==> config.mk <==
export PLATFORM = sky130hd
export DESIGN_NAME = cache_range_seq
export DESIGN_NICKNAME = d
export VERILOG_FILES = /design/src/rtl/cr_pkg.sv /design/src/rtl/cr_line_stepper.sv /design/src/rtl/cr_walk_fsm.sv /design/src/rtl/cr_status.sv /design/src/rtl/cache_range_seq.sv
export SDC_FILE = /design/constraint.sdc
export NUM_CORES = 1
export LEC_CHECK = 0
export ABC_AREA = 1
export CAP_MARGIN = 20
export CORE_MARGIN = 4
export CORE_UTILIZATION = 50
export DETAILED_ROUTE_END_ITERATION = 12
export PLACE_DENSITY = 0.85
export SETUP_SLACK_MARGIN = 0.3
export SYNTH_ARGS = -nofsm -noshare
export SYNTH_HDL_FRONTEND = slang
export SYNTH_HIERARCHICAL = 1
export SYNTH_SLANG_ARGS = --single-unit
==> constraint.sdc <==
create_clock -name clk_i -period 6.63 [get_ports clk_i]
set_input_delay 1.326 -clock clk_i [delete_from_list [all_inputs] [get_ports clk_i]]
set_output_delay 1.326 -clock clk_i [all_outputs]
set_load 0.005 [all_outputs]
==> src/rtl/cr_pkg.sv <==
package cr_pkg;
  typedef enum logic [1:0] {
    CR_OP_NONE  = 2'b00,
    CR_OP_CLEAN = 2'b01,
    CR_OP_INVAL = 2'b10,
    CR_OP_CLINV = 2'b11
  } cr_op_e;

  typedef enum logic [1:0] {
    CR_ST_IDLE   = 2'd0,
    CR_ST_XLATE  = 2'd1,
    CR_ST_CMAINT = 2'd2
  } cr_state_e;

  typedef enum logic [1:0] {
    CR_FIN_NONE  = 2'd0,
    CR_FIN_DONE  = 2'd1,
    CR_FIN_ABORT = 2'd2,
    CR_FIN_INTR  = 2'd3
  } cr_fin_e;
endpackage

==> src/rtl/cr_line_stepper.sv <==
module cr_line_stepper #(
  parameter int unsigned LINE_W = 27
) (
  input  logic              clk_i,
  input  logic              rst_ni,
  input  logic              load_i,
  input  logic              step_i,
  input  logic [LINE_W-1:0] start_line_i,
  input  logic [LINE_W-1:0] end_line_i,
  output logic [LINE_W-1:0] cur_line_o,
  output logic              last_o,
  output logic              reversed_o
);
  logic [LINE_W-1:0] cur_q, end_q;

  always_ff @(posedge clk_i or negedge rst_ni) begin
    if (!rst_ni) begin
      cur_q <= '0;
      end_q <= '0;
    end else if (load_i) begin
      cur_q <= start_line_i;
      end_q <= end_line_i;
    end else if (step_i) begin
      cur_q <= cur_q + LINE_W'(1);
    end
  end

  // compare on live inputs so an empty range is known at launch
  assign reversed_o = start_line_i > end_line_i;
  // stop on equality, never increment past end: no wrap at top line
  assign last_o     = cur_q == end_q;
  assign cur_line_o = cur_q;
endmodule

==> src/rtl/cr_walk_fsm.sv <==
module cr_walk_fsm
  import cr_pkg::*;
(
  input  logic    clk_i,
  input  logic    rst_ni,
  input  logic    launch_i,
  input  cr_op_e  op_i,
  input  logic    reversed_i,
  input  logic    irq_i,
  input  logic    tr_ack_i,
  input  logic    tr_fault_i,
  input  logic    cm_ack_i,
  input  logic    last_i,
  output logic    load_o,
  output logic    step_o,
  output logic    tr_req_o,
  output logic    cm_req_o,
  output logic    busy_o,
  output cr_op_e  op_o,
  output cr_fin_e fin_o
);
  cr_state_e state_q, state_d;
  cr_op_e    op_q;

  always_comb begin
    state_d = state_q;
    load_o  = 1'b0;
    step_o  = 1'b0;
    fin_o   = CR_FIN_NONE;
    unique case (state_q)
      CR_ST_IDLE: begin
        if (launch_i && op_i != CR_OP_NONE) begin
          load_o = 1'b1;
          if (reversed_i) fin_o = CR_FIN_DONE;
          else            state_d = CR_ST_XLATE;
        end
      end
      CR_ST_XLATE: begin
        // interrupt only at a line boundary, ahead of translation
        if (irq_i) begin
          fin_o   = CR_FIN_INTR;
          state_d = CR_ST_IDLE;
        end else if (tr_ack_i) begin
          if (tr_fault_i) begin
            fin_o   = CR_FIN_ABORT;
            state_d = CR_ST_IDLE;
          end else begin
            state_d = CR_ST_CMAINT;
          end
        end
      end
      CR_ST_CMAINT: begin
        if (cm_ack_i) begin
          if (last_i) begin
            fin_o   = CR_FIN_DONE;
            state_d = CR_ST_IDLE;
          end else begin
            step_o  = 1'b1;
            state_d = CR_ST_XLATE;
          end
        end
      end
      default: state_d = CR_ST_IDLE;
    endcase
  end

  always_ff @(posedge clk_i or negedge rst_ni) begin
    if (!rst_ni) begin
      state_q <= CR_ST_IDLE;
      op_q    <= CR_OP_NONE;
    end else begin
      state_q <= state_d;
      if (load_o) op_q <= op_i;
    end
  end

  assign tr_req_o = state_q == CR_ST_XLATE;
  assign cm_req_o = state_q == CR_ST_CMAINT;
  assign busy_o   = state_q != CR_ST_IDLE;
  assign op_o     = op_q;
endmodule

==> src/rtl/cr_status.sv <==
module cr_status
  import cr_pkg::*;
#(
  parameter int unsigned ADDR_W = 32
) (
  input  logic              clk_i,
  input  logic              rst_ni,
  input  logic              accept_i,
  input  cr_fin_e           fin_i,
  input  logic [ADDR_W-1:0] cur_addr_i,
  output logic              done_o,
  output logic              abort_o,
  output logic              intr_o,
  output logic              fault_o,
  output logic [ADDR_W-1:0] fault_addr_o
);
  always_ff @(posedge clk_i or negedge rst_ni) begin
    if (!rst_ni) begin
      done_o       <= 1'b0;
      abort_o      <= 1'b0;
      intr_o       <= 1'b0;
      fault_o      <= 1'b0;
      fault_addr_o <= '0;
    end else begin
      done_o  <= fin_i == CR_FIN_DONE;
      abort_o <= fin_i == CR_FIN_ABORT;
      intr_o  <= fin_i == CR_FIN_INTR;
      if (fin_i == CR_FIN_ABORT) begin
        fault_o      <= 1'b1;
        fault_addr_o <= cur_addr_i;
      end else if (accept_i) begin
        fault_o      <= 1'b0;
        fault_addr_o <= '0;
      end
    end
  end
endmodule

==> src/rtl/cache_range_seq.sv <==
module cache_range_seq
  import cr_pkg::*;
#(
  parameter int unsigned ADDR_W = 32,
  parameter int unsigned OFF_W  = 5
) (
  input  logic              clk_i,
  input  logic              rst_ni,
  input  logic              launch_i,
  input  logic [1:0]        op_i,
  input  logic [ADDR_W-1:0] start_addr_i,
  input  logic [ADDR_W-1:0] end_addr_i,
  input  logic              irq_i,
  output logic              tr_req_o,
  output logic [ADDR_W-1:0] tr_addr_o,
  input  logic              tr_ack_i,
  input  logic              tr_fault_i,
  output logic              cm_req_o,
  output logic [ADDR_W-1:0] cm_addr_o,
  output logic [1:0]        cm_op_o,
  input  logic              cm_ack_i,
  output logic              busy_o,
  output logic              done_o,
  output logic              abort_o,
  output logic              intr_o,
  output logic              fault_o,
  output logic [ADDR_W-1:0] fault_addr_o
);
  localparam int unsigned LINE_W = ADDR_W - OFF_W;

  logic              load, step, last, reversed;
  logic [LINE_W-1:0] cur_line;
  logic [ADDR_W-1:0] cur_addr;
  cr_op_e            op_q;
  cr_fin_e           fin;
  logic              unused_low;

  assign unused_low = ^{start_addr_i[OFF_W-1:0], end_addr_i[OFF_W-1:0]};

  cr_line_stepper #(.LINE_W(LINE_W)) u_stepper (
    .clk_i       (clk_i),
    .rst_ni      (rst_ni),
    .load_i      (load),
    .step_i      (step),
    .start_line_i(start_addr_i[ADDR_W-1:OFF_W]),
    .end_line_i  (end_addr_i[ADDR_W-1:OFF_W]),
    .cur_line_o  (cur_line),
    .last_o      (last),
    .reversed_o  (reversed)
  );

  cr_walk_fsm u_fsm (
    .clk_i     (clk_i),
    .rst_ni    (rst_ni),
    .launch_i  (launch_i),
    .op_i      (cr_op_e'(op_i)),
    .reversed_i(reversed),
    .irq_i     (irq_i),
    .tr_ack_i  (tr_ack_i),
    .tr_fault_i(tr_fault_i),
    .cm_ack_i  (cm_ack_i),
    .last_i    (last),
    .load_o    (load),
    .step_o    (step),
    .tr_req_o  (tr_req_o),
    .cm_req_o  (cm_req_o),
    .busy_o    (busy_o),
    .op_o      (op_q),
    .fin_o     (fin)
  );

  assign cur_addr  = {cur_line, {OFF_W{1'b0}}};
  assign tr_addr_o = cur_addr;
  assign cm_addr_o = cur_addr;
  assign cm_op_o   = op_q;

  cr_status #(.ADDR_W(ADDR_W)) u_status (
    .clk_i       (clk_i),
    .rst_ni      (rst_ni),
    .accept_i    (load),
    .fin_i       (fin),
    .cur_addr_i  (cur_addr),
    .done_o      (done_o),
    .abort_o     (abort_o),
    .intr_o      (intr_o),
    .fault_o     (fault_o),
    .fault_addr_o(fault_addr_o)
  );
endmodule

==> results of run 1 <==
## worst min-delay path, stage by stage (launching register included)
cell and delay [ns]:
dfrtp_1 0.34, nand2_1 0.05, nand2_1 0.05
## state kept, by name, indices dropped and copies added (netlist names)
register / flops
u_stepper/end_q: 27
u_status/fault_addr_o: 32
u_status/abort_o: 1
u_status/done_o: 1
u_fsm/state_q: 2
u_stepper/cur_line_o: 27
u_status/fault_o: 1
u_fsm/op_o: 2
u_status/intr_o: 1
## layer usage
layer	up-vias	wire length (µm)
met5	-	0
met4	0	384
met3	27	1250
met2	248	7860
met1	2545	6980
li1	2622	-
## metrics by stage
step	cell area (µm²)	cells	hold slack [ns]	total power, mW	util (%)
floorplan	5890	773	0.462	1.90	-
global placement	7270	1015	0.464	2.56	63.7
detailed placement	7270	1015	0.470	2.61	63.7
CTS	7560	1031	0.487	3.13	66.2
global route	7590	1032	0.523	3.36	66.4
finish	7590	1032	0.480	3.14	66.4
## area by class of cell
cell class,instances,area [µm²],area share (%)
clock buffers,9,225,2.97
multi-input cells,540,2850,37.6
well taps,143,179,2.36
repair buffers,162,1630,21.4
flip-flops and latches,94,2350,31.0
inverters,77,289,3.81
clock inverters,7,65.1,0.858
## kinds of logic after synthesis
kind of cell,synth area share [%]
and+or+nand+nor,29.4
other,0.0643
DFF,40.3
xor gates and xnor gates,5.11
adders and majority gates,6.01
buffers and inverters,11.8
AOI/OAI and AO/OA,7.36
## cell usage in the layout (no fill, tap or decap), drive strengths merged
cell type	Yosys	routed
nand4	11	11
nand3	72	72
a21o	3	3
clkdlybuf4s50	0	156
bufinv	0	1
buf	50	6
nand2	234	234
or2	2	2
o21ai	39	39
dfrtp	94	94
inv	77	77
nor3	4	4
a21oi	13	13
conb	1	15
clkinv	0	4
and3	1	1
nor2	61	61
o31ai	1	1
and2	3	3
clkbuf	12	9
nor4	1	1
clkinvlp	0	2
ha	28	28
a22oi	15	15
o211ai	3	3
xnor2	23	23
xor2	11	11
## path summary, 6_finish.rpt
| path | start | cells after the start | slack (ns) | to |
|---|---|---|---|---|
| worst max-delay path | end_addr_i[15] | 16 | 2.47 | u_status/fault_addr_o[23] |
| worst min-delay path | u_status/fault_o | 2 | 0.48 | u_status/fault_o |
| worst max register to register | u_stepper/cur_line_o[25] | 11 | 3.50 | u_stepper/cur_line_o[5] |
| worst min register to register | u_status/fault_o | 2 | 0.48 | u_status/fault_o |
| max in group asynchronous | rst_ni | 2 | 4.54 | u_stepper/cur_line_o[11] |
| min in group asynchronous | rst_ni | 1 | 0.85 | u_status/fault_addr_o[2] |
## power by group
part | total [mW] | internal (mW) | switching (mW) | leakage (nW)
clock | 0.511 | 0.290 | 0.222 | 0.141
combinational | 1.41 | 0.783 | 0.630 | 2.29
sequential | 1.21 | 0.836 | 0.376 | 1.19
total | 3.14 | 1.91 | 1.23 | 3.62
==> metrics.csv, run 1 <==
metric,value,unit
status,"complete, no violations",
ys flop type,dfrtp_1,
fin crit period,4.16,ns
Die H,116,µm
Worst-Skew Late Latency,0.34,ns
Yosys cell types,34,
number of remaining DRC errors,0,
met3 Usage GRT,3.13,%
CP most frequent cell,nand2_1,
Syn Std Cell Area,0.00583,mm²
met1 global-route usage,33.7,%
RSZ-0062 raised after global routing,false,
Post-Syn Instances,759,
Routed WL,16500,µm
Nets,985,
largest cells by area after synthesis,"dfrtp_1, nand2_1, nand3_1",
Post CTS Setup Buffer Count,0,
die area,0.0135,mm²
Finish-stage setup viols,0,
CP required,6.91,ns
Yosys Warn Count,6,
delay of the slowest critical-path stage,0.47,ns
Worst VDD drop,0.222,mV
vias in the first global route,5201,
Max Buffers Root-to-Sink,2,
crit path DAT,4.44,ns
DP HPWL,12100,µm
Worst Path Max Fanout,33,
setup slack at placement,2.16,ns
Yosys reg bits,94,
"CP delay by family, top",simple AND/OR/NAND/NOR gates,
Final Hold Viols,0,
Slew @ Worst Pin,1.13,ns
H-tree depth,3,
synth cell count leaders,"nand2_1, dfrtp_1, inv_1, nand3_1, nor2_1",
Setup CP Type,in2reg,
dominant cell by count in the synthesized netlist,nand2_1,
Synth top area share,40.3,%
"FFs w/ async S/R, synth",100,%
largest net degree at the start of global routing,76,
DR vias/cell,5.27,
# diodes,0,
initial DRC count,557,
Tightest Hold Check Type,reg2reg,
cts bufs inserted,9,
GP Congestion,0.907,
IO Pins,178,
Post-CTS Hold Fix Bufs,0,
"Seq/Total Area, Yosys",40.3,%
clock root buffer,clkbuf_16,
critical path capture point type,flop,
Syn Area/Cell,7.69,µm²
Die W,116,µm
CTS tree,done,
Vias,5442,
Static Leak,3.62,nW
Syn-to-layout area delta,30.1,%
core region area,0.0114,mm²
total of max-cap violations,0,
fmax,0.240,GHz
initial antenna violation count,0,
Routed Antenna Nets,0,
GRT overflow,0,
num rows,39,
CTS Sinks,94,
clk_skew,0.00880,ns
Initial Util,51.1,%
Slew Limit Fails,0,
PortBufs,157,
worst path cell trace,clkdlybuf4s50_1 -> inv_1 -> ha_1 -> nand2_1 -> nor2_1 -> and2_1 -> nand2_1 -> nand3_1 -> nand2_1 -> a21oi_1 -> nand2_2 -> o211ai_1 -> inv_1 -> nand2_2 -> nand3_1 -> nand2_1,
total negative setup slack,0,ns
Avg WL per Cell,16.0,µm
global-route met2 utilization,39.7,%
most used routing layer in global routing,met2,
# fillers,968,
Slew HR,24.4,%
Worst-path clk slew,0.07,ns
Critical-path top delay cell,nand2_2,
Resize count post-CTS,0,
Cell Pwr Density,413,mW/mm²
startpoint types,primary input,
share of layout cells above drive strength 1,6.19,%
CP bufs+invs,3,
total track usage,24.6,%
total iterations of the first detailed-routing run,5,
Post-synth EDFFs,0,
largest area contributor in the synthesized netlist,dfrtp_1,
post-route setup slack,2.47,ns
first-pass GRT wire length,26000,µm
Final Cycle Share,62.8,%
(Power assumes the default switching activity.)
==> run 2: changes to the inputs <==
--- a/config.mk
+++ b/config.mk
@@ -8,9 +8,9 @@
 export ABC_AREA = 1
 export CAP_MARGIN = 20
 export CORE_MARGIN = 4
-export CORE_UTILIZATION = 50
+export CORE_UTILIZATION = 48
 export DETAILED_ROUTE_END_ITERATION = 12
-export PLACE_DENSITY = 0.85
+export PLACE_DENSITY = 0.82
 export SETUP_SLACK_MARGIN = 0.3
 export SYNTH_ARGS = -nofsm -noshare
 export SYNTH_HDL_FRONTEND = slang
==> constraint.sdc (replaced) <==
create_clock -name clk_i -period 4 [get_ports clk_i]
set_input_delay 0.8 -clock clk_i [delete_from_list [all_inputs] [get_ports clk_i]]
set_output_delay 0.8 -clock clk_i [all_outputs]
set_load 0.005 [all_outputs]
==> run 2 against run 1 <==
Effect of this change:
- global-route usage down 1.6 points
- die area rose by 3.9%
- critical endpoint unchanged
- clock skew decreased by 0.0024 ns
==> metrics.csv, run 2 (same netlist as run 1, synthesis figures left out) <==
metric,value,unit,change
status,"complete, no violations",,unchanged
Final Non-Filler Cells,1039,,was 1032
Tightest Hold Check Type,in2async,,was reg2reg
cts bufs inserted,9,,unchanged
H-tree depth,3,,unchanged
initial DRC count,688,,was 557
Worst-Skew Late Latency,0.33,ns,was 0.34 ns
Placed Cells incl. Taps,1022,,was 1015
delay of the slowest critical-path stage,0.50,ns,was 0.47 ns
reg2reg start,u_stepper/cur_line_o[24],,was u_stepper/cur_line_o[25]
RSZ-0062 raised after global routing,false,,unchanged
Routed WL,16300,µm,was 16500 µm
Biggest register,u_status/fault_addr_o,,unchanged
"commonest cells after routing, fill and taps aside","nand2_1, clkdlybuf4s50_1, dfrtp_1, inv_1, nand3_1",,unchanged
share of layout cells above drive strength 1,6.70,%,was 6.19%
total power,5.23,mW,was 3.14 mW
# diodes,0,,unchanged
crit path DAT,3.65,ns,was 4.44 ns
first-pass GRT wire length,26200,µm,was 26000 µm
IO Pins,178,,unchanged
Vias,5494,,was 5442
Avg WL per Cell,15.6,µm,was 16.0 µm
Resize count post-CTS,0,,unchanged
Post CTS Setup Buffer Count,0,,unchanged
num rows,39,,unchanged
CTS Sinks,94,,unchanged
Nets,992,,was 985
CP bufs+invs,4,,was 3
max FFs per register,32,,unchanged
Die W,118,µm,was 116 µm
vias in the first global route,5099,,was 5201
Seq pwr share,37.0,%,was 38.6%
total negative setup slack,0,ns,unchanged
Setup CP Type,in2reg,,unchanged
Die H,118,µm,was 116 µm
CTS tree,done,,unchanged
CP most frequent cell,nand2_1,,unchanged
Critical-path top delay cell,clkdlybuf4s50_1,,was nand2_2
clock share of power,16.0,%,was 16.3%
clk_skew,0.00643,ns,was 0.00880 ns
Switching Share,38.6,%,was 39.1%
DP HPWL,12200,µm,was 12100 µm
fin crit period,3.38,ns,
Slew HR,33.8,%,was 24.4%
total of max-cap violations,0,,unchanged
clock root buffer,clkbuf_16,,unchanged
combinational power share,47.0,%,was 45.1%
die area,0.0140,mm²,was 0.0135 mm²
worst path cell trace,clkdlybuf4s50_1 -> inv_1 -> ha_1 -> nand2_1 -> nor2_1 -> and2_1 -> nand2_1 -> nor2_1 -> nand2_1 -> a21oi_1 -> nand2_2 -> o211ai_1 -> inv_1 -> nand2_2 -> buf_12 -> nand3_1 -> nand2_1,,was clkdlybuf4s50_1 -> inv_1 -> ha_1 -> nand2_1 -> nor2_1 -> and2_1 -> nand2_1 -> nand3_1 -> nand2_1 -> a21oi_1 -> nand2_2 -> o211ai_1 -> inv_1 -> nand2_2 -> nand3_1 -> nand2_1
Worst VDD drop,0.275,mV,was 0.222 mV
Pint,3.21,mW,was 1.91 mW
critical path capture point type,flop,,unchanged
Max Buffers Root-to-Sink,2,,unchanged
Final Cycle Share,84.5,%,
"setup slack, reg-to-reg",0.97,ns,was 3.50 ns
Worst Path Max Fanout,33,,unchanged
GP Congestion,0.911,,was 0.907
Final Hold Viols,0,,unchanged
startpoint types,primary input,,unchanged
Slew @ Worst Pin,0.992,ns,was 1.13 ns
core region area,0.0117,mm²,was 0.0114 mm²
Multi-input gate area,0.00285,mm²,about the same
reg-to-reg critical path endpoint,u_stepper/cur_line_o[3],,was u_stepper/cur_line_o[5]
fmax,0.296,GHz,
CP required,4.27,ns,was 6.91 ns
"most common cell after layout, fill and taps aside",nand2_1,,unchanged
net switching power,2.02,mW,was 1.23 mW
total iterations of the first detailed-routing run,7,,was 5
PortBufs,157,,unchanged
"CP delay by family, top",simple AND/OR/NAND/NOR gates,,unchanged
Cell Pwr Density,682,mW/mm²,was 413 mW/mm²
Static Leak,3.66,nW,was 3.62 nW
GRT overflow,0,,unchanged
total track usage,23.0,%,was 24.6%
Syn-to-layout area delta,31.5,%,was 30.1%
Slew Limit Fails,0,,unchanged
Routed Antenna Nets,0,,unchanged
Post-CTS Hold Fix Bufs,0,,unchanged
DR vias/cell,5.29,,was 5.27
register area,0.00235,mm²,unchanged
initial antenna violation count,0,,unchanged
number of remaining DRC errors,0,,unchanged
Worst-path clk slew,0.06,ns,was 0.07 ns
largest net degree at the start of global routing,81,,was 76
Finish-stage setup viols,0,,unchanged
# fillers,973,,was 968
Initial Util,50.0,%,was 51.1%
path depth of the worst reg2reg path,11,,unchanged
run 2: how the worst max path moves through the flow:
| stage | depth (start not counted) | to | start | slack (ns) |
|---|---|---|---|---|
| after CTS | 17 | u_status/fault_addr_o[23] | end_addr_i[30] | 0.61 |
| after global routing | 17 | u_status/fault_addr_o[28] | end_addr_i[30] | 0.45 |
| after detailed placement | 17 | u_status/fault_addr_o[23] | end_addr_i[31] | 0.28 |
| final | 17 | u_status/fault_addr_o[23] | end_addr_i[30] | 0.62 |
| after global placement | 16 | u_status/fault_addr_o[10] | start_addr_i[15] | 0.35 |
| after floorplan | 16 | u_status/fault_addr_o[13] | end_addr_i[31] | 1.29 |
run 2: power by group through the flow:
stage | Clock (mW) | Sequential (mW) | Combinational [mW]
6_report | 0.836 | 1.94 | 2.46
2_1_floorplan | 0 | 1.82 | 1.33
3_5_place_dp | 0 | 1.94 | 2.44
4_1_cts | 0.853 | 1.93 | 2.46
5_1_grt | 0.901 | 2.01 | 2.69
3_3_place_gp | 0 | 1.93 | 2.37
run 2: routing by layer:
metal	GRT usage, %	part of all wire, %
met1	32.0	42
met2	35.8	47
met3	4.58	8.4
met4	8.28	2.6
met5	0	0
run 2: area by class of cell:
cell class | instances | share of cell area (%)
Clock buffer | 10 | 2.99
Clock inverter | 6 | 0.816
Inverter | 77 | 3.77
Multi-Input combinational cell | 540 | 37.1
Sequential cell | 94 | 30.7
Tap cell | 143 | 2.33
Timing Repair Buffer | 169 | 22.3
run 2: stage by stage:
step / hold slack, ns / setup slack [ns] / utilization [%] / area (µm²)
2_1_floorplan: 0.462 / 1.29 / - / 5890
3_3_place_gp: 0.463 / 0.349 / 62.8 / 7320
3_5_place_dp: 0.476 / 0.285 / 63.0 / 7350
4_1_cts: 0.493 / 0.608 / 65.5 / 7640
5_1_grt: 0.269 / 0.447 / 65.8 / 7670
6_report: 0.275 / 0.618 / 65.8 / 7670
